File: src/rtl/lut_cov_pkg.sv
package lut_cov_pkg;
  localparam int unsigned SEL_W = 4;
  localparam int unsigned DEPTH = 1 << SEL_W;
  localparam int unsigned CNT_W = $clog2(DEPTH + 1);
  localparam int unsigned N_MASK = 4;

  typedef enum int unsigned {
    MK_NORM  = 0,
    MK_EMERG = 1,
    MK_BOTH  = 2,
    MK_EONLY = 3
  } mask_sel_e;
endpackage

File: src/rtl/lut_cell.sv
module lut_cell #(
  parameter int unsigned Depth = 16,
  localparam int unsigned SelW = $clog2(Depth)
) (
  input  logic             clk_i,
  input  logic             rst_ni,
  input  logic             we_i,
  input  logic [Depth-1:0] data_i,
  input  logic [SelW-1:0]  idx_i,
  output logic [Depth-1:0] cfg_o,
  output logic             out_o
);
  logic [Depth-1:0] cfg_q;

  always_ff @(posedge clk_i or negedge rst_ni) begin
    if (!rst_ni)   cfg_q <= '0;
    else if (we_i) cfg_q <= data_i;
  end

  assign cfg_o = cfg_q;
  assign out_o = cfg_q[idx_i];


  cfg_load_chk: assert property (@(posedge clk_i) disable iff (!rst_ni)
    we_i |=> cfg_q == $past(data_i));
endmodule

File: src/rtl/cov_acc.sv
module cov_acc #(
  parameter int unsigned Depth = 16,
  localparam int unsigned SelW = $clog2(Depth)
) (
  input  logic             clk_i,
  input  logic             rst_ni,
  input  logic             valid_i,
  input  logic             emerg_i,
  input  logic             clear_i,
  input  logic [SelW-1:0]  idx_i,
  output logic [Depth-1:0] norm_o,
  output logic [Depth-1:0] emerg_o
);
  logic [Depth-1:0] norm_q, emerg_q, hit;

  always_comb begin
    hit = '0;
    hit[idx_i] = 1'b1;
  end

  // clear wins over a coincident valid vector
  always_ff @(posedge clk_i or negedge rst_ni) begin
    if (!rst_ni) begin
      norm_q  <= '0;
      emerg_q <= '0;
    end else if (clear_i) begin
      norm_q  <= '0;
      emerg_q <= '0;
    end else if (valid_i) begin
      if (emerg_i) emerg_q <= emerg_q | hit;
      else         norm_q  <= norm_q | hit;
    end
  end

  assign norm_o  = norm_q;
  assign emerg_o = emerg_q;


  norm_mark_chk: assert property (@(posedge clk_i) disable iff (!rst_ni)
    valid_i && !clear_i && !emerg_i |=> norm_q[$past(idx_i)] && $stable(emerg_q));

  emerg_mark_chk: assert property (@(posedge clk_i) disable iff (!rst_ni)
    valid_i && !clear_i && emerg_i |=> emerg_q[$past(idx_i)] && $stable(norm_q));

  idle_hold_chk: assert property (@(posedge clk_i) disable iff (!rst_ni)
    !valid_i && !clear_i |=> $stable(norm_q) && $stable(emerg_q));

  clear_chk: assert property (@(posedge clk_i) disable iff (!rst_ni)
    clear_i |=> norm_q == '0 && emerg_q == '0);
endmodule

File: src/rtl/pop_reg.sv
module pop_reg #(
  parameter int unsigned Depth = 16,
  parameter int unsigned CntW  = $clog2(Depth + 1)
) (
  input  logic             clk_i,
  input  logic             rst_ni,
  input  logic [Depth-1:0] mask_i,
  output logic [CntW-1:0]  cnt_o
);
  logic [CntW-1:0] sum, cnt_q;

  always_comb begin
    sum = '0;
    for (int i = 0; i < Depth; i++) sum = sum + CntW'(mask_i[i]);
  end

  always_ff @(posedge clk_i or negedge rst_ni) begin
    if (!rst_ni) cnt_q <= '0;
    else         cnt_q <= sum;
  end

  assign cnt_o = cnt_q;


  cnt_track_chk: assert property (@(posedge clk_i) disable iff (!rst_ni)
    1'b1 |=> 32'(cnt_q) == $countones($past(mask_i)));

  cnt_range_chk: assert property (@(posedge clk_i) disable iff (!rst_ni)
    32'(cnt_q) <= Depth);
endmodule

File: src/rtl/lut_cov_mon.sv
module lut_cov_mon
  import lut_cov_pkg::*;
(
  input  logic             clk_i,
  input  logic             rst_ni,
  input  logic             a_i,
  input  logic             b_i,
  input  logic             c_i,
  input  logic             d_i,
  input  logic             valid_i,
  input  logic             emerg_i,
  input  logic             clear_i,
  input  logic             cfg_we_i,
  input  logic [DEPTH-1:0] cfg_data_i,
  output logic             lut_o,
  output logic [DEPTH-1:0] norm_mask_o,
  output logic [DEPTH-1:0] emerg_mask_o,
  output logic [DEPTH-1:0] both_mask_o,
  output logic [DEPTH-1:0] eonly_mask_o,
  output logic [CNT_W-1:0] norm_cnt_o,
  output logic [CNT_W-1:0] emerg_cnt_o,
  output logic [CNT_W-1:0] both_cnt_o,
  output logic [CNT_W-1:0] eonly_cnt_o
);
  logic [SEL_W-1:0] idx;
  logic [DEPTH-1:0] cfg_w, norm_w, emerg_w;
  logic [DEPTH-1:0] mask_w [N_MASK];
  logic [CNT_W-1:0] cnt_w  [N_MASK];

  assign idx = {d_i, c_i, b_i, a_i};

  lut_cell #(.Depth(DEPTH)) i_cell (
    .clk_i, .rst_ni,
    .we_i  (cfg_we_i),
    .data_i(cfg_data_i),
    .idx_i (idx),
    .cfg_o (cfg_w),
    .out_o (lut_o)
  );

  cov_acc #(.Depth(DEPTH)) i_acc (
    .clk_i, .rst_ni,
    .valid_i, .emerg_i, .clear_i,
    .idx_i  (idx),
    .norm_o (norm_w),
    .emerg_o(emerg_w)
  );

  assign mask_w[MK_NORM]  = norm_w;
  assign mask_w[MK_EMERG] = emerg_w;
  assign mask_w[MK_BOTH]  = norm_w & emerg_w;
  assign mask_w[MK_EONLY] = emerg_w & ~norm_w;

  for (genvar g = 0; g < N_MASK; g++) begin : g_pop
    pop_reg #(.Depth(DEPTH), .CntW(CNT_W)) i_pop (
      .clk_i, .rst_ni,
      .mask_i(mask_w[g]),
      .cnt_o (cnt_w[g])
    );
  end

  assign norm_mask_o  = mask_w[MK_NORM];
  assign emerg_mask_o = mask_w[MK_EMERG];
  assign both_mask_o  = mask_w[MK_BOTH];
  assign eonly_mask_o = mask_w[MK_EONLY];
  assign norm_cnt_o   = cnt_w[MK_NORM];
  assign emerg_cnt_o  = cnt_w[MK_EMERG];
  assign both_cnt_o   = cnt_w[MK_BOTH];
  assign eonly_cnt_o  = cnt_w[MK_EONLY];


  split_disjoint_chk: assert property (@(posedge clk_i) disable iff (!rst_ni)
    (both_mask_o & eonly_mask_o) == '0 && (both_mask_o | eonly_mask_o) == emerg_mask_o);

  cfg_mask_iso_chk: assert property (@(posedge clk_i) disable iff (!rst_ni)
    cfg_we_i && !valid_i && !clear_i |=> $stable(norm_w) && $stable(emerg_w));

  clear_keeps_cfg_chk: assert property (@(posedge clk_i) disable iff (!rst_ni)
    clear_i && !cfg_we_i |=> $stable(cfg_w));
endmodule

File: config.mk
export PLATFORM = sky130hd
export DESIGN_NAME = lut_cov_mon
export DESIGN_NICKNAME = d
export VERILOG_FILES = /design/src/rtl/lut_cov_pkg.sv /design/src/rtl/lut_cell.sv /design/src/rtl/cov_acc.sv /design/src/rtl/pop_reg.sv /design/src/rtl/lut_cov_mon.sv
export SDC_FILE = /design/constraint.sdc
export NUM_CORES = 1
export LEC_CHECK = 0
export ABC_AREA = 1
export BUFFER_PORTS_ARGS = -buffer_cell sky130_fd_sc_hd__buf_4
export CELL_PAD_IN_SITES_DETAIL_PLACEMENT = 0
export CELL_PAD_IN_SITES_GLOBAL_PLACEMENT = 2
export CORE_MARGIN = 4
export CORE_UTILIZATION = 34
export DETAILED_ROUTE_END_ITERATION = 16
export PLACE_DENSITY_LB_ADDON = 0.12
export SETUP_SLACK_MARGIN = 0.5
export SLEW_MARGIN = 20
export SYNTH_ARGS = -nofsm -noshare
export SYNTH_HDL_FRONTEND = slang
export SYNTH_SLANG_ARGS = --single-unit
File: constraint.sdc
create_clock -name clk_i -period 10.13 [get_ports clk_i]
set_input_delay 0.5065 -clock clk_i [delete_from_list [all_inputs] [get_ports clk_i]]
set_output_delay 0.5065 -clock clk_i [all_outputs]
set_load 0.05 [all_outputs]
## After elaboration in Yosys (flattened, before gate mapping)

Index checks and enable logic that the tools add are counted.

- Register bits: 68
- Latch bits: 0
- Bits in writable memories: 0
- Bits in read-only memories: 0
- Memories: 0

- Add/sub/neg operators: 60
- $mul: 0
- Divide/modulo/power cells: 0
- $lt $le $gt $ge: 2
- Equality and inequality tests: 1
- Shifts and indexed selects: 0
- Mux-type cells: 10
- Bitwise logic cells: 5
- Reductions and logical operators: 5

Operator list:

| cell | count |
|---|---|
| 5-bit by 1-bit adder with 5-bit output | 56 |
| 16-bit 2-to-1 mux | 6 |
| 16-bit bitwise AND | 2 |
| 16-bit OR | 2 |
| 16-bit NOT | 1 |
| 1-bit by 1-bit adder with 2-bit output | 4 |
| 4-bit by 5-bit less-than comparator with 1-bit output, second input constant | 1 |
| 1-bit binary-select mux with 4-bit select | 1 |
| 1-bit demux with 4-bit select | 1 |
| 4-bit by 1-bit greater-or-equal comparator with 1-bit output, second input constant | 1 |
| 2-bit AND reduction | 2 |
| 2-bit nonzero test | 2 |
| 1-bit 2-to-1 mux | 2 |
| 2-bit by 1-bit != test with 1-bit output, second input constant | 1 |
| 1-bit logical AND | 1 |

## Longest topological paths before layout

Gate-level depths: netlist (run 1).

- Depth in word-level cells: 17
- Mapped depth: 15
- Depth with buffers taken out: 15

## By module

A second synthesis (run 1) with hierarchy kept.

- Cell total of the unflattened synthesis: 529
- Area total of the unflattened synthesis: 4565.6 µm²

Modules (own cells, without submodules):

| module | times used | cells each | area an instance (µm²) | seq. area each (µm²) |
|---|---|---|---|---|
| cov_acc | 1 | 150 | 1380.1 | 800.8 |
| pop_reg (g_pop[0].i_pop ...) | 2 | 55 | 531.8 | 125.1 |
| pop_reg (g_pop[2].i_pop ...) | 2 | 51 | 516.7 | 125.1 |
| lut_cell | 1 | 103 | 808.3 | 400.4 |
| lut_cov_mon | 1 | 64 | 280.3 | 0.0 |

## Worst setup path before layout (run 1)

Ideal clock, no wire load.

- Path type: flip-flop to flip-flop
- From: register i_acc.emerg_q[1] (netlist: i_acc.emerg_o[1])
- To: register g_pop[3].i_pop.cnt_q[1]
- Arrival time: 4680 ps
- Required time: 10066 ps
- Slack: 5386 ps
- Stages on the path, launching flop included: 14
- Buffers on the path: 0
- Clock period less this slack: 4744 ps
- Path through: dfrtp_1 inv_1 nor2_1 ha_1 inv_1 fa_1 fa_1 fa_1 inv_1 fa_1 fa_1 inv_1 fa_1 inv_1

- Cells in the longest elaborated chain, start to end: 16

RTL lines:

| what | RTL line | text |
|---|---|---|
| start, declared | cov_acc.sv:14 | `logic [Depth-1:0] norm_q, emerg_q, hit;` |
| start signal, assigned | cov_acc.sv:30 | `if (emerg_i) emerg_q <= emerg_q \| hit;` |
| 16-bit bitwise AND | lut_cov_mon.sv:52 | `assign mask_w[MK_EONLY] = emerg_w & ~norm_w;` |
| via eonly_mask_o[1] | lut_cov_mon.sv:19 | `output logic [DEPTH-1:0] eonly_mask_o,` |
| 1-bit by 1-bit adder with 2-bit output | pop_reg.sv:14 | `for (int i = 0; i < Depth; i++) sum = sum + CntW'(mask_i[i]);` |
| 5-bit by 1-bit adder with 5-bit output (14 in a row) | pop_reg.sv:14 |  |
| via g_pop[3].i_pop.sum[1] | pop_reg.sv:10 | `logic [CntW-1:0] sum, cnt_q;` |
| end signal, assigned | pop_reg.sv:19 | `else cnt_q <= sum;` |
| end, declared | pop_reg.sv:10 |  |

The timed path passes the listed nets, and every way through them passes these cells.
A chain may end at the register's enable or synchronous reset.

## Worst setup path after layout (run 1)

- From: register i_acc.norm_q[1] (netlist: i_acc.norm_o[1])
- To: register g_pop[2].i_pop.cnt_q[1]

- Cells in the longest elaborated chain, start to end: 16

RTL lines:

| what | RTL line | text |
|---|---|---|
| start, declared | cov_acc.sv:14 |  |
| start signal, assigned | cov_acc.sv:31 | `else norm_q <= norm_q \| hit;` |
| 16-bit bitwise AND | lut_cov_mon.sv:51 | `assign mask_w[MK_BOTH] = norm_w & emerg_w;` |
| 1-bit by 1-bit adder with 2-bit output | pop_reg.sv:14 |  |
| 5-bit by 1-bit adder with 5-bit output (14 in a row) | pop_reg.sv:14 |  |
| via g_pop[2].i_pop.sum[1] | pop_reg.sv:10 |  |
| end signal, assigned | pop_reg.sv:19 |  |
| end, declared | pop_reg.sv:10 |  |

The timed path passes the listed nets, and every way through them passes these cells.

==> results of run 1 <==
-- path summary, 6_finish.rpt --
path,endpoint,slack (ns),cells after the start,start
min in group clk_i,i_cell.cfg_o[13],0.40,2,cfg_data_i[13]
min,i_cell.cfg_o[5],0.30,1,rst_ni
max reg2reg,g_pop[2].i_pop.cnt_o[1],6.15,11,i_acc.norm_o[1]
min reg2reg,i_cell.cfg_o[14],0.51,1,i_cell.cfg_o[14]
max in group asynchronous,i_acc.emerg_o[1],9.26,1,rst_ni
max,g_pop[2].i_pop.cnt_o[1],6.15,11,i_acc.norm_o[1]
-- layer usage --
metal  share of wire  wire length, um
met1            0.47             5500
met2            0.45             5320
met3           0.064              759
met4           0.018              210
met5               0                0
-- flip-flops by register name, summed over array words and instances (netlist names) --
name,cells
g_pop.i_pop.cnt_o,20
i_cell.cfg_o,16
i_acc.emerg_o,16
i_acc.norm_o,16
-- final cells by class --
class	count	area [um^2]
fillers	1214	6540
multi-input cells	272	2080
flip-flops and latches	68	1700
repair buffers	110	826
inverters	106	398
clock buffers	10	229
well taps	168	210
clock inverters	6	136
-- logic make-up (layout without fill, tap and decap cells) --
family / Yosys count / in the layout
compound gates: 39 / 39
xor+xnor: 8 / 8
fa+ha+maj: 60 / 60
buf+inv: 114 / 232
flops: 68 / 68
mux: 16 / 16
simple gates: 149 / 149
-- worst max-delay path: cells and delay by family, from the launching register on --
kind	cells	cell delay [ns]
adder cells (fa/ha/maj)	7	3.11
flip-flops	1	0.44
buffers and inverters	3	0.21
AND/OR/NAND/NOR	1	0.09
-- stage by stage --
stage	setup slack, ns	hold WS (ns)	std cells	utilization
floorplan	5.39	0.211	454	-
global placement	6.24	0.491	724	0.430
detailed placement	6.16	0.500	724	0.430
CTS	6.12	0.336	740	0.460
global route	6.01	0.383	740	0.460
finish	6.15	0.302	740	0.460
-- power by group --
part           switching, mW  internal, mW
Combinational         0.0586        0.0306
Sequential           0.00622         0.283
Clock                  0.123         0.266
-- placed cells by master (no fill, tap or decap), drive strengths merged --
cell type | Yosys | final
xnor2 | 2 | 2
mux2 | 16 | 16
a21oi | 35 | 35
a21boi | 1 | 1
xor2 | 6 | 6
bufinv | 0 | 4
nand3 | 5 | 5
clkbuf | 2 | 10
dfrtp | 68 | 68
nor2 | 34 | 34
nand2 | 110 | 110
o21ai | 3 | 3
fa | 40 | 40
inv | 106 | 106
ha | 20 | 20
clkinvlp | 0 | 1
clkinv | 0 | 1
buf | 6 | 110
==> results.txt, run 1 <==
- The flow ran to the end, and the final reports show no timing, DRC or antenna violations.
- For met1 alone, demand over resource in global routing was 0.252.
* Post-detailed-placement cell area: 5210 um^2
- Buffers inserted during clock tree synthesis total 9.
- TritonCTS built the clock tree.
- During placement, the flow inserted port buffers numbering 110.
* Yosys top cell by area: dfrtp_1
* Synthesized-area fraction occupied by ao, oa, aoi and oai cells: 0.0477
- Entering global routing, the biggest net connects 69 pins.
* Row cnt: 40
- The global routing stage identified its most utilized layer as met2.
* Worst-path cell with the longest stage delay: fa_1
* Most used cell along the critical path: fa_1
* Arrival time at the worst endpoint: 4.18 ns
- After clock tree synthesis, the clock-pin slew on the worst setup and hold paths is 0.06 ns.
- The worst setup path is captured at a register.
- At the later pin of the worst-skew pair, clock insertion delay measures 0.34 ns.
* Area share of fa/ha/maj cells after synthesis: 0.249
- RePlAce Congestion: 0.810
* Part of the cycle the worst path needs: 0.393
- By count the netlist is led by nand2_1, inv_1, dfrtp_1.
* Share of Yosys cell area claimed by the top area cell type: 0.403
- Static timing analysis puts the maximum clock frequency at 251 MHz.
- Met2 global-route usage: 0.263
- Post-Synthesis Cell Area: 4230 um^2
- Data on the critical path is required at its endpoint by 10.33 ns.
- Compared with the post-synthesis result, the final layout area differs by 32.0%.
- Fraction of the mapped netlist area in simple logic gates: 0.136
- In the final timing run, aggregate negative setup slack is 0 ns.
* Combinational family with the most area after synthesis: adder cells
* Remaining global-route overflow: 0
- Yosys attributes the largest share of cell area to dfrtp_1, fa_1, nand2_1, inv_1, ha_1.
* Vias in the first global route: 3491
- Fraction of layout instances using a drive strength above 1: 0.253
* Worst hold path type: input pin to async pin
* Count of boundary I/O pins: 111
- The number of antenna violations at the first check in global routing was 0.
- For this run, the register share of the synthesized area comes to 0.403.
* Max-slew violation count: 0
- Xor/xnor share of the synthesized area: 0.0166
- Once the clock tree was built, the setup fixing pass inserted 0 buffers.
* Count of antenna-violating nets left after detailed routing: 0
- Global-route wire length before repair: 19300 um
- Counting flops with an async set or reset pin after synthesis yields a share of 1.00.
- Power per cell area: 138 nW/um^2
* Final standard cell area without fillers: 5580 um^2
* EDFF count, synth: 0
- Total core area: 12100 um^2
* Maximum level of the CTS H-tree: 3
- The tool flagged a number of max-cap violations equal to 0.
- Walking the worst path, the cells encountered are nand2_1, inv_1, ha_1, fa_1, fa_1, fa_1, fa_1, inv_1, fa_1, inv_1, fa_1.
- Count leader, synth: nand2_1
- For this configuration, the core starts out at a cell density of 0.349.
- The die is 119 um tall.
* # resized after CTS: 0
- The number of hold buffers added after CTS was 0.
* Global routing usage summed across all routing layers: 0.177
- Measured against the total synthesized area, the mux share comes to 0.0426.
- The Yosys step of the flow raised 0 warnings.
- Time the worst path needs with I/O delays and setup: 3.98 ns
- Summed over all cells, the static leakage comes to 3.06 nW.
- For this run, the detailed router's first-pass iteration total came to 4.
* Synth Instances: 454
- In the global route stage, met3 resource usage came out at 0.0451.
* Antenna fix cells: 0
- The critical path is of the register to register type.
* Register bit count reported by yosys: 68
* Primary flip-flop cell chosen by synthesis mapping: dfrtp_1
- RSZ-0062 raised after global routing: false
- Of all nets on the critical path, the largest fanout is 5.
* Pwr Total: 767 uW
- Wire length per cell: 15.9 um
- At the end of the flow, the number of nets in the layout was 653.
- A synthesized cell averages 9.31 um^2.
- Critical Path Source Type: register
- 1st-iter DRT viols: 124
* CP peak stage delay: 0.57 ns
* Max_slew headroom: 0.403
- Die area: 14300 um^2
* DP HPWL: 9550 um
- Across all layers, the routed design uses 3257 vias.
- No sink is reached through more buffers than the 2 on the longest clock path.
- Count of distinct cell types in the synthesized netlist: 21
* Vias per std cell: 4.40
* Clock sink count: 68
- After detailed routing, the number of remaining DRC violations is 0.
- Worst-margin pin slew: 0.896 ns
- Synthesized net count: 540
* Setup clock skew after layout: 0.00705 ns
- Number of hold violations in the final report: 0
- Total of endpoints with negative setup slack in the final report: 0
* Maximum ir drop on the vdd rail: 0.0719 mV
- The cell sitting at the root of the clock tree is a clkbuf_16.
* Die width: 119 um
- Post-detailed-routing wire length: 11800 um
Note: power is estimated with default switching activity, not from simulation.
==> run 2, diff against run 1 <==
Settings changed: CORE_UTILIZATION 34 to 32.
Clock period 10.13 ns to 4.15 ns, I/O delays scaled along.
==> results.txt, run 2 (synthesized netlist as in run 1, its figures left out) <==
- The floorplan die area is 15100 um^2 (was 14300 um^2).
* Max Cap Violations: 0 (unchanged)
- The leakage power is 3.06 nW (about the same).
* CP cell instances: buf_4, ha_4, inv_1, fa_1, fa_1, fa_1, fa_1, inv_1, fa_2, fa_2, xor2_1 (was nand2_1, inv_1, ha_1, fa_1, fa_1, fa_1, fa_1, inv_1, fa_1, inv_1, fa_1)
* Total net switching power: 443 uW (was 188 uW)
* Required time of the critical path: 4.36 ns (was 10.33 ns)
- Count of input and output buffers: 110 (unchanged)
- Setup clock skew after layout: 0.0116 ns (was 0.00705 ns)
* Total of endpoints with negative setup slack in the final report: 0 (unchanged)
- CTS tree: built (unchanged)
- The worst-path maximum fanout came to 4 (was 5).
- Die width: 123 um (was 119 um)
- RSZ-0062 raised after global routing: true (was false).
* Number of vias after detailed routing: 3326 (was 3257)
- The routability-driven placement congestion ratio is 0.785 (was 0.810).
- The worst hold-check path type is input pin to async pin (unchanged).
- Worst setup slack for register-to-register paths: 0.28 ns (was 6.15 ns)
- Post-detailed-placement cell area: 5330 um^2 (was 5210 um^2)
- The post-DP HPWL was 9510 um (was 9550 um).
- The number of flip-flops under the largest register name is 20 (unchanged).
* First-pass iteration count of the detailed router: 4 (unchanged)
- The combined global-route utilization of all metal layers came to 0.174 (was 0.177).
- Clock-pin transition on the worst setup and hold timing paths: 0.06 ns (about the same)
- The residual DRC count is 0 (unchanged).
* Synth-to-Final Area Change: 37.8% (was 32.0%)
* Category of the critical setup timing path: register to register (unchanged)
- 1st-iter DRT viols: 174 (was 124)
* Max-slew violation count: 0 (unchanged)
* Final standard cell area without fillers: 5820 um^2 (was 5580 um^2)
- The top-level port count came to 111 (unchanged).
- The total of hold buffers inserted after clock tree synthesis was 0 (unchanged).
* CP peak stage delay: 0.54 ns (was 0.57 ns)
- Flop pwr share: 0.414 (was 0.377)
- Count of antenna-violating nets left after detailed routing: 0 (unchanged)
- Clock latency at the later pin of the worst-skew pair: 0.34 ns (about the same)
* Die span in y: 123 um (was 119 um)
- Clock sink count: 68 (unchanged)
* Wire length per cell: 15.8 um (was 15.9 um)
* Most used cell along the critical path: fa_1 (unchanged)
- The cell class contributing the biggest share of worst-path delay is adder cells (unchanged).
- Part of the cycle the worst path needs: 0.933 (was 0.393)
- The maximum clock insertion buffer count was 2 (unchanged).
- Remaining global-route overflow: 0 (unchanged)
* Pwr Total: 1.70 mW (was 767 uW)
* Maximum ir drop on the vdd rail: 0.176 mV (was 0.0719 mV)
- Pre-CTS setup slack: 0.169 ns (was 6.16 ns)
* Met1 wire length: 5490 um (was 5500 um)
- The upper clock frequency limit was 258 MHz (was 251 MHz).
- Total core area: 12800 um^2 (was 12100 um^2)
* Max_slew headroom: 0.389 (was 0.403)
- The share of cells above drive strength 1 was 0.353 (was 0.253).
- Worst-path cell with the longest stage delay: fa_1 (unchanged)
- Share of total power in the clock network: 0.456 (was 0.507)
* Number of hold violations in the final report: 0 (unchanged)
* Largest net degree at the start of global routing: 69 (unchanged)
- The met3 wire length came to 683 um (was 759 um).
- The buffer and inverter count on the worst path was 3 (unchanged).
* Critical Path Source Type: register (unchanged)
- Antenna fix cells: 0 (unchanged)
* Power per cell area: 293 nW/um^2 (was 138 nW/um^2)
* Vias in the first global route: 3627 (was 3491)
* Global-route wire length before repair: 19600 um (was 19300 um)
* Internal Power: 1.26 mW (was 579 uW)
- Vias per std cell: 4.38 (was 4.40)
* Worst-margin pin slew: 0.916 ns (was 0.896 ns)
- Arrival time at the worst endpoint: 4.08 ns (was 4.18 ns)
* Fin Setup TNS: 0 ns (unchanged)
- The combinational share of power is 0.130 (was 0.116).
- The worst setup margin is 0.279 ns (was 6.15 ns).
- Net Sw Frac: 0.260 (was 0.245)
* Critical path endpoint category: register (unchanged)
- Antenna violations before repair: 0 (unchanged)
- The library cell used most frequently in the layout, excluding fill and tap cells, is buf_4.
- Met2 Routed Length: 5660 um (was 5320 um)
- Outcome: complete, no violations (unchanged)
- Leading cell types in the layout, fill and taps excluded: buf_4, nand2_1, inv_1 (was nand2_1, buf_4, inv_1)
- The wire length reported by the detailed router was 12000 um (was 11800 um).
* Worst hold slack: 0.0151 ns (was 0.302 ns)
* Time the worst path needs with I/O delays and setup: 3.87 ns (was 3.98 ns)
- CTS buffer count: 9 (unchanged)
- Initial cell density of the core: 0.331 (was 0.349)
- Row cnt: 41 (was 40)
- Highest metal layer used by the detailed router: met4 (unchanged)
- The number of levels the H-tree was split into is 3 (unchanged).
* Number of nets in the final layout: 669 (was 653)
* Root buffer cell: clkbuf_16 (unchanged)
[run 2: cell count changes in the layout (fill, tap and decap cells not counted), sizes merged]
cell and delta:
clkbuf +3, buf +16, inv -2, clkinvlp +1, bufinv -3
[run 2: metrics by stage]
stage,util,std cells
2_1_floorplan,-,454
3_3_place_gp,0.418,728
3_5_place_dp,0.418,728
4_1_cts,0.454,758
5_1_grt,0.456,759
6_report,0.456,759
[run 2: final timing paths]
path                             startpoint                      end  cells after the start
setup reg to reg           i_acc.emerg_o[0]  g_pop[1].i_pop.cnt_o[2]                     11
min in group clk_i            cfg_data_i[6]          i_cell.cfg_o[6]                      2
max in group asynchronous            rst_ni        i_acc.emerg_o[10]                      1
setup / recovery           i_acc.emerg_o[0]  g_pop[1].i_pop.cnt_o[2]                     11
hold / removal                       rst_ni          i_cell.cfg_o[4]                      1
hold reg to reg            i_cell.cfg_o[15]         i_cell.cfg_o[15]                      1
[run 2: final cells by class]
| type | count | area (um^2) |
|---|---|---|
| inverters | 106 | 405 |
| flip-flops and latches | 68 | 1720 |
| repair buffers | 126 | 961 |
| multi-input cells | 272 | 2230 |
| clock buffers | 13 | 260 |
| well taps | 172 | 215 |
| fillers | 1260 | 6950 |
| clock inverters | 2 | 35.0 |
[run 2: per-layer routing]
| layer | vias to the layer above | GRT usage |
|---|---|---|
| li1 | 1599 | - |
| met1 | 1632 | 0.239 |
| met2 | 83 | 0.275 |
| met3 | 12 | 0.0366 |
| met4 | 0 | 0.0567 |
| met5 | - | 0 |
[run 2: timing repair]
item / in CTS / in global routing
pin swaps: 13 / 11
gates resized for setup: 12 / 4
setup buffers: 15 / 1
endpoints found under the setup margin: 15 / 17
[run 2: power groups by stage]
stage	combinational (mW)	clock (mW)	sequential, mW
2_1_floorplan	0.0995	0	0.754
3_3_place_gp	0.221	0	0.717
3_5_place_dp	0.222	0	0.718
4_1_cts	0.227	0.801	0.706
5_1_grt	0.246	0.832	0.709
6_report	0.221	0.777	0.706
[run 2: worst reg2reg max path: stages, from the launching register on]
cell	delay (ns)
dfrtp_2	0.43
buf_4	0.15
ha_4	0.25
inv_1	0.04
fa_1	0.47
fa_1	0.54
fa_1	0.44
fa_1	0.49
inv_1	0.05
fa_2	0.34
fa_2	0.36
xor2_1	0.17
==> run 3, diff against run 2 <==
Settings changed: CAP_MARGIN set to 10, SYNTH_HIERARCHICAL set to 1.
==> results.txt, run 3 <==
- Outcome: complete, no violations (unchanged).
- Number of design rule violations left after detail routing: 0 (unchanged)
- The max-slew violation total from the final report came to 0 (unchanged).
- Number of warnings printed during yosys synthesis: 6 (was 0)
- The quantity of I/O buffers inserted on ports came to 110 (unchanged).
- The maximum number of pins on one net before global-route repair was 69 (unchanged).
- The top cell type by total area after synthesis was dfrtp_1 (unchanged).
* Critical path endpoint category: register (unchanged)
- The worst slew slack as a fraction of its limit is 0.383 (was 0.389).
* Top cell types by occurrence after synthesis: inv_1, dfrtp_1, nand2_1 (was nand2_1, inv_1, dfrtp_1)
- Setup clock skew after layout: 0.00745 ns (was 0.0116 ns)
- Core occupancy in the finished layout: 0.425 (was 0.456)
- The number of antenna violations at the first check in global routing is 0 (unchanged).
- Maximum level of the CTS H-tree: 3 (unchanged)
* CTS tree: built (unchanged)
* Part of the cycle the worst path needs: 0.858 (was 0.933)
- The most instantiated library cell after synthesis was inv_1 (was nand2_1).
* Time the worst path needs with I/O delays and setup: 3.56 ns (was 3.87 ns)
- The insertion delay of the later-clocked pin in the worst-skew pair came to 0.34 ns (about the same).
* Global-route wire length before repair: 20100 um (was 19600 um)
- The transition time at the pin with the least slew margin was 0.925 ns (was 0.916 ns).
- Share of Yosys cell area claimed by the top area cell type: 0.373 (was 0.403)
* Most common cell after layout, fill and taps aside: inv_1 (was buf_4)
- The wire length per cell was 15.0 um (was 15.8 um).
- The data required time of the critical path is 4.36 ns (about the same).
- Post-detailed-routing wire length: 12400 um (was 12000 um)
- The fraction of registers with async set/reset is 1.00 (unchanged).
* Die area: 16200 um^2 (was 15100 um^2)
* Maximum buffer depth of the clock tree: 2 (unchanged)
- EDFF count, synth: 0 (unchanged)
* Remaining global-route overflow: 0 (unchanged)
- The total clock sinks is 68 (unchanged).
- Vias in the first global route: 3629 (was 3627)
- The leakage power is 2.99 nW (was 3.06 nW).
- CTS buffer count: 9 (unchanged)
- Total of endpoints with negative setup slack in the final report: 0 (unchanged)
* Maximum ir drop on the vdd rail: 0.209 mV (was 0.176 mV)
- The number of design-rule violations left by the first detailed-router iteration is 123 (was 174).
- Worst setup slack for register-to-register paths: 0.59 ns (was 0.28 ns)
- The post-DP HPWL was 9840 um (was 9510 um).
- Global routing usage summed across all routing layers: 0.162 (was 0.174)
- The net count after synthesis was 615 (was 540).
- The starting utilization of the core area is 0.328 (was 0.331).
- Category of the critical setup timing path: register to register (unchanged)
- Worst hold path type: input pin to async pin (unchanged)
- The number of flip-flops under the largest register name came to 20 (unchanged).
- The routability-driven placement congestion ratio was 0.831 (was 0.785).
* Fin Setup TNS: 0 ns (unchanged)
- Count of antenna-violating nets left after detailed routing: 0 (unchanged)
* Register bit count reported by yosys: 68 (unchanged)
- The combined area of all synthesized cells is 4570 um^2 (was 4230 um^2).
- The instance count of the mapped netlist was 529 (was 454).
* Layout fillers: 1435 (was 1260)
- The via-per-instance ratio came to 4.35 (was 4.38).
- Max Cap Violations: 0 (unchanged)
- The upper clock frequency limit is 281 MHz (was 258 MHz).
* Primary flip-flop cell chosen by synthesis mapping: dfrtp_1 (unchanged)
* Antenna fix cells: 0 (unchanged)
* Maximum fanout along the worst path: 5 (was 4)
- Root buffer cell: clkbuf_16 (unchanged)
- The count of distinct cell types in the synthesized netlist came to 24 (was 21).
- The data arrival time of the critical path is 3.78 ns (was 4.08 ns).
- The kind of start point of the critical path is a register (unchanged).
- The die outline width was 127 um (was 123 um).
* Clock-pin transition on the worst setup and hold timing paths: 0.06 ns (about the same)
* Number of nets in the final layout: 729 (was 669)
- Number of vias after detailed routing: 3602 (was 3326)
- Number of hold violations in the final report: 0 (unchanged)
* Power per cell area: 272 nW/um^2 (was 293 nW/um^2)
- The share of cells above drive strength 1 was 0.307 (was 0.353).
* First-pass iteration count of the detailed router: 4 (unchanged)
- Pwr Total: 1.61 mW (was 1.70 mW)
- The sequential area share after synthesis was 0.373 (was 0.403).
- The top-level port count was 111 (unchanged).
- Synth-to-Final Area Change: 29.8% (was 37.8%)
- Synth area leaders: dfrtp_1, fa_1, inv_1, nand2_1, ha_1 (was dfrtp_1, fa_1, nand2_1, inv_1, ha_1)
- Mean post-synth cell area: 8.63 um^2 (was 9.31 um^2)
- The number of placement rows came to 43 (was 41).
* Die span in y: 127 um (was 123 um)
- The core footprint is 13900 um^2 (was 12800 um^2).
- RSZ-0062 raised after global routing: true (unchanged)
* Leading cell types in the layout, fill and taps excluded: inv_1, buf_4, nand2_1 (was buf_4, nand2_1, inv_1)
-- run 3: what timing repair did --
item,4_1_cts,5_1_grt
buffers inserted,0,2
gates resized for setup,0,4
hold buffers,0,0
endpoints found under the setup margin,0,4
-- run 3: worst max-delay path, cell delays in order (launching register included) --
cell and delay [ns]:
dfrtp_2 0.44, inv_1 0.10, nor2_4 0.05, fa_1 0.53, inv_1 0.05, fa_1 0.48, fa_1 0.55, fa_1 0.41
inv_1 0.07, ha_1 0.15, inv_1 0.05, fa_1 0.40, xnor2_1 0.15
-- run 3: area by class of cell --
cell class | count | area [um^2] | area share
multi-input cells | 272 | 2180 | 0.369
flip-flops and latches | 68 | 1720 | 0.291
repair buffers | 112 | 841 | 0.142
inverters | 180 | 697 | 0.118
clock buffers | 13 | 240 | 0.0405
well taps | 180 | 225 | 0.0380
clock inverters | 3 | 15.0 | 0.00253
-- run 3: final timing paths --
check                                      start                 endpoint  cells past startpoint
worst max-delay path            i_acc/emerg_o[4]  g_pop[3].i_pop/cnt_o[2]                     12
worst min-delay path                      rst_ni         i_cell/cfg_o[13]                      1
worst max register to register  i_acc/emerg_o[4]  g_pop[3].i_pop/cnt_o[2]                     12
worst min register to register   i_cell/cfg_o[4]          i_cell/cfg_o[4]                      2
max in group asynchronous                 rst_ni          i_acc/norm_o[1]                      1
min in group clk_i                cfg_data_i[13]         i_cell/cfg_o[13]                      3
-- run 3: kinds of logic (layout without fill, tap and decap cells) --
| family | Yosys count | count (layout) | share of synthesized area |
|---|---|---|---|
| flip-flops | 68 | 68 | 0.373 |
| XOR/XNOR | 4 | 4 | 0.00767 |
| AND/OR/NAND/NOR | 154 | 154 | 0.167 |
| adder cells (fa/ha/maj) | 60 | 60 | 0.230 |
| buffers and inverters | 189 | 308 | 0.163 |
| AO/OA/AOI/OAI | 54 | 54 | 0.0603 |
-- run 3: per-layer routing --
layer	global-route usage	vias up	routed length, um
li1	-	1791	-
met1	0.227	1720	5780
met2	0.247	78	5750
met3	0.0360	13	663
met4	0.0568	0	193
met5	0	-	0
-- run 3: through the flow --
step	cells	setup WS, ns	instance area (um^2)	hold slack, ns
after floorplan	529	0.352	4660	-0.0881
after global placement	810	0.627	5650	0.406
after detailed placement	810	0.583	5650	0.411
after CTS	826	0.571	5900	0.0504
after global routing	828	0.469	5930	0.0735
final	828	0.588	5930	0.0122
-- run 3: where the power goes --
part / internal, mW / switching (mW) / total (mW)
registers: 0.689 / 0.0138 / 0.703
clock network: 0.402 / 0.278 / 0.679
logic: 0.0712 / 0.159 / 0.230
